==> src/rtl/nand_width_adapter.sv <==
module nand_width_adapter (
  input  logic        clk,
  input  logic        rst_n,
  input  logic [1:0]  cfg_devtype,
  input  logic [1:0]  cfg_devsize,
  input  logic        host_req,
  input  logic        host_we,
  input  logic [1:0]  host_win,
  input  logic [1:0]  host_size,
  input  logic [31:0] host_wdata,
  output logic [31:0] host_rdata,
  output logic        host_ready,
  output logic        dev_req,
  output logic        dev_cle,
  output logic        dev_ale,
  output logic        dev_we,
  output logic        dev_re,
  output logic [15:0] dev_wdata,
  input  logic [15:0] dev_rdata,
  input  logic        dev_ack
);
  localparam logic [1:0] TYPE_NAND = 2'b10;
  localparam logic [1:0] WIN_DATA  = 2'b00;
  localparam logic [1:0] WIN_CMD   = 2'b01;
  localparam logic [1:0] WIN_ADDR  = 2'b10;
  localparam logic [1:0] WIN_NONE  = 2'b11;

  logic        busy, we_q, wide_q;
  logic [1:0]  win_q, size_q, beat, last_q, last_calc;
  logic [31:0] wbuf, rbuf, rnext, rmask;
  logic        take;

  assign take = host_req && cfg_devtype == TYPE_NAND && host_win != WIN_NONE &&
                (host_we || host_win == WIN_DATA);

  always_comb begin
    if (cfg_devsize[0]) last_calc = host_size[1] ? 2'd1 : 2'd0;
    else                last_calc = host_size[1] ? 2'd3 : (host_size[0] ? 2'd1 : 2'd0);
  end

  always_comb begin
    rnext = rbuf;
    if (wide_q) rnext[{beat[0], 4'b0000} +: 16] = dev_rdata;
    else        rnext[{beat, 3'b000} +: 8] = dev_rdata[7:0];
  end

  assign rmask = size_q[1] ? rnext :
                 size_q[0] ? {16'h0000, rnext[15:0]} : {24'h000000, rnext[7:0]};

  always_comb begin
    if (wide_q) dev_wdata = wbuf[{beat[0], 4'b0000} +: 16];
    else        dev_wdata = {8'h00, wbuf[{beat, 3'b000} +: 8]};
  end

  always_ff @(posedge clk) begin
    if (!rst_n) begin
      busy <= 1'b0; we_q <= 1'b0; wide_q <= 1'b0; win_q <= WIN_DATA;
      size_q <= 2'b00; beat <= 2'd0; last_q <= 2'd0;
      wbuf <= '0; rbuf <= '0; host_rdata <= '0;
    end else if (!busy) begin
      if (take) begin
        busy   <= 1'b1;
        we_q   <= host_we;
        win_q  <= host_win;
        size_q <= host_size;
        wide_q <= cfg_devsize[0];
        last_q <= last_calc;
        beat   <= 2'd0;
        wbuf   <= host_wdata;
        rbuf   <= '0;
      end else if (host_req && !host_we) begin
        host_rdata <= '0;
      end
    end else if (dev_ack) begin
      rbuf <= rnext;
      beat <= beat + 2'd1;
      if (beat == last_q) begin
        busy <= 1'b0;
        if (!we_q) host_rdata <= rmask;
      end
    end
  end

  assign host_ready = !busy;
  assign dev_req    = busy;
  assign dev_cle    = busy && win_q == WIN_CMD;
  assign dev_ale    = busy && win_q == WIN_ADDR;
  assign dev_we     = busy && we_q;
  assign dev_re     = busy && !we_q;
endmodule


==> config.mk <==
export PLATFORM = sky130hd
export DESIGN_NAME = nand_width_adapter
export DESIGN_NICKNAME = d
export VERILOG_FILES = /design/src/rtl/nand_width_adapter.sv
export SDC_FILE = /design/constraint.sdc
export NUM_CORES = 1
export LEC_CHECK = 0
export BUFFER_PORTS_ARGS = -buffer_cell sky130_fd_sc_hd__buf_2
export CORE_ASPECT_RATIO = 1.75
export CORE_MARGIN = 5
export CORE_UTILIZATION = 58
export CTS_CLUSTER_SIZE = 24
export DETAILED_ROUTE_END_ITERATION = 10
export HOLD_SLACK_MARGIN = 0.05
export PLACE_DENSITY = 0.85
export SLEW_MARGIN = 30
export SYNTH_ARGS = -nofsm -noshare
export SYNTH_HDL_FRONTEND = slang
export SYNTH_SLANG_ARGS = --single-unit
==> constraint.sdc <==
create_clock -name clk -period 3.7 [get_ports clk]
set_clock_uncertainty 0.2 [all_clocks]
set_input_delay 0.37 -clock clk [delete_from_list [all_inputs] [get_ports clk]]
set_output_delay 0.37 -clock clk [all_outputs]
set_load 0.02 [all_outputs]
==> run_results.csv <==
group,metric,value,unit
outcome,outcome,"finished clean",
drt,vias,4890,
yosys,synth_seq_area_share,41.5,%
drt,viasPerCell,6.25,
global_route,grt_max_degree,72,
clock_tree,cts.path.max_buffers,2,
setup_path,worst_r2r_endpoint,"rbuf[3]$_SDFFE_PN0P_",
yosys,synth_top_family_by_area,"compound AO/OA/AOI/OAI gates",
floorplanning,dieWidth,81.3,um
global_route,grt_usage,26.6,%
yosys,synth_compound_area_share,27.2,%
power,powerDensity,391,nW/um2
sta,finalMaxSlewViolations,0,
sta,hold_viol_final,0,
layout,synthToLayoutAreaGrowth,16.8,%
place,dp_cells,766,
global_route,grt_pass1_vias,4680,
drt,wl_per_cell,18.7,um
yosys,synth_edf_count,0,
sta,worstMarginPinSlew,0.781,ns
yosys,synth_adder_area_share,1.21,%
layout,drive_gt1_share,23.2,%
sta,fin_crit,3.00,ns
floorplanning,initial_core_util,59.5,%
yosys,ys_warn_count,0,
place,dp_hpwl,10.1,mm
global_route,grt_pass1_wl,22.8,mm
setup_path,r2r-start,"beat[0]$_SDFFE_PN0P_",
drt,first_iter_violations,396,
floorplanning,die_area,11000,um2
floorplanning,die_h,135,um
yosys,synth_cell_types,48,
drt,first_pass_iters,6,
hold_path,hold_start,"host_wdata[9]",
power,cellLeakagePower,2.30,nW
clock_tree,numCtsBuffers,9,
layout,diodes,0,
setup_path,start_kind,"flop",
yosys,ys.flop_type,"dfxtp_1",
sta,fin_setup_tns,0,ns
clock_tree,cts_tree,"yes",
power,peakVddDrop,0.267,mV
setup_path,r2r.worst_path.cells,6,
yosys,async_reset_ff_share,0,%
place,gp_congestion,0.881,
yosys,ys_ff_latch,107,
setup_path,critPathKind,"reg -> reg",
setup_path,critical_path.max_fanout,26,
setup_path,end_kind,"flop",
layout,final_cell_mix,"buf_2 (113), dfxtp_1 (105), nand2_1 (92)",
clock_tree,worstSkewPairLatency,0.35,ns
hold_path,hold_path.class,"in -> reg",
run,drv_cap,0,
hold_path,whs_path_depth,3,
drt,ant_nets,0,
yosys,synth_nets,639,
layout,finalNonFillerCells,782,
setup_path,crit_start,"beat[0]$_SDFFE_PN0P_",
hold_path,whs_endpoint,"wbuf[9]$_SDFFE_PN0P_",
place,io_buffer_count,113,
setup_path,required,3.76,ns
clock_tree,htreeDepth,3,
clock_tree,cts-root-buf,"clkbuf_16",
yosys,synthCells,573,
sta,grt_setup_unrepaired,"false",
floorplanning,std_cell_rows,45,
global_route,overflow,0,
sta,max_slew_margin,47.8,%
clock_tree,clock_sinks,107,
layout,final_common_cell,"buf_2",
drt,drt_wl_total,14.6,mm
yosys,syn_area,5160,um2
setup_path,r2r_slack,0.70,ns
floorplanning,ios,115,
yosys,synthSimpleGateAreaFrac,14.3,%
sta,fmaxAchievable,0.334,GHz
clock_tree,clkTransAtPathRegs,0.07,ns
yosys,syn_area_per_cell,9.01,um2
drt,drcViolationCount,0,
floorplanning,core,8670,um2
global_route,antenna_found_initial,0,
yosys,synth_xor_area_share,0.630,%
layout,nNetsFinal,728,
sta,finalSetupViolCount,0,
sta,period_share,81.0,%
setup_path,arrival,3.05,ns
yosys,muxShareOfSynthArea,9.70,%
## layer usage
metal / global-route usage (%) / up-vias / wire (um)
met2: 46.6 / 232 / 7610
met3: 3.67 / 46 / 875
li1: - / 2292 / -
met4: 15.7 / 0 / 637
met5: 0 / - / 0
met1: 29.7 / 2320 / 5510
## stage by stage
| step | util, % | setup WS [ns] | hold WS [ns] | area (um2) | total power [W] |
|---|---|---|---|---|---|
| after detailed placement | 65.8 | 0.819 | 0.247 | 5710 | 0.00139 |
| final | 69.5 | 0.703 | 0.0554 | 6030 | 0.00236 |
| after global routing | 69.5 | 0.521 | 0.0601 | 6030 | 0.00242 |
| after CTS | 69.5 | 0.740 | 0.0506 | 6030 | 0.00236 |
| after global placement | 65.8 | 1.01 | 0.242 | 5710 | 0.00139 |
| after floorplan | - | 1.46 | 0.236 | 5160 | 0.00132 |
## cell usage after synthesis (all sizes together) (2+ instances only)
library cell  number  area share (%)
clkbuf            18             1.3
a21oi             84             8.4
xor2               2            0.63
nor4bb             2            0.39
buf               29             3.4
a22o              46             7.8
nand2b             2            0.24
inv               11            0.80
nor2b              3            0.36
a211oi            10             2.0
and3               2            0.24
o22ai              2            0.24
and2               2            0.24
mux2i             50             9.7
a221o              5            0.97
nand2             93             6.8
o211a              2            0.39
ha                 5             1.2
a22oi             10             1.5
nor2              22             1.6
o21ai              7            0.68
nand4             10             1.2
nand3              9            0.87
a221oi            24             4.1
nor3               4            0.48
dfxtp            107              42
## where the power goes
part | internal [W] | leakage (nW) | total (W) | switching, W
logic | 0.0000723 | 1.28 | 0.000192 | 0.000119
clock network | 0.000572 | 0.151 | 0.000981 | 0.000409
registers | 0.00117 | 0.865 | 0.00118 | 0.0000154
## kinds of logic after synthesis
logic type / count (synthesis)
xor+xnor: 2
compound gates: 195
buf+inv: 58
flops: 107
mux: 50
simple gates: 156
fa+ha+maj: 5
## state kept, by name (all words and copies together) (netlist names)
signal	count
beat	2
dev_req	1
host_rdata	32
last_q	2
rbuf	32
size_q	2
wbuf	32
we_q	1
wide_q	1
win_q	2
## worst max-delay path by stage
stage,end,slack (ns),cells after the start
floorplan,rbuf[30]$_SDFFE_PN0P_,1.46,8
global placement,host_rdata[20]$_SDFFE_PN0P_,1.01,7
detailed placement,rbuf[3]$_SDFFE_PN0P_,0.82,6
CTS,dev_wdata[5],0.74,5
global route,rbuf[3]$_SDFFE_PN0P_,0.52,6
finish,rbuf[3]$_SDFFE_PN0P_,0.70,6
## area by class of cell
class	instances	area [um2]
Multi-Input combinational cell	408	2740
Fill cell	752	2640
Sequential cell	107	2140
Timing Repair Buffer	125	661
Clock buffer	12	267
Tap cell	117	146
Inverter	11	41.3
Clock inverter	2	35.0
## timing repair
action	4_1_cts	5_1_grt
gates resized for setup	0	0
hold endpoints to repair	2	0
setup buffers	0	0
hold buffers	2	0
## worst max-delay path, cell delays in order, from the launching register on
cell and delay [ns]:
dfxtp_2 0.78, inv_1 0.27, ha_1 0.43, nand3b_1 0.20
a211oi_1 0.49, a22oi_1 0.24, a211oi_1 0.29
Note: power is estimated with default switching activity, not from simulation.
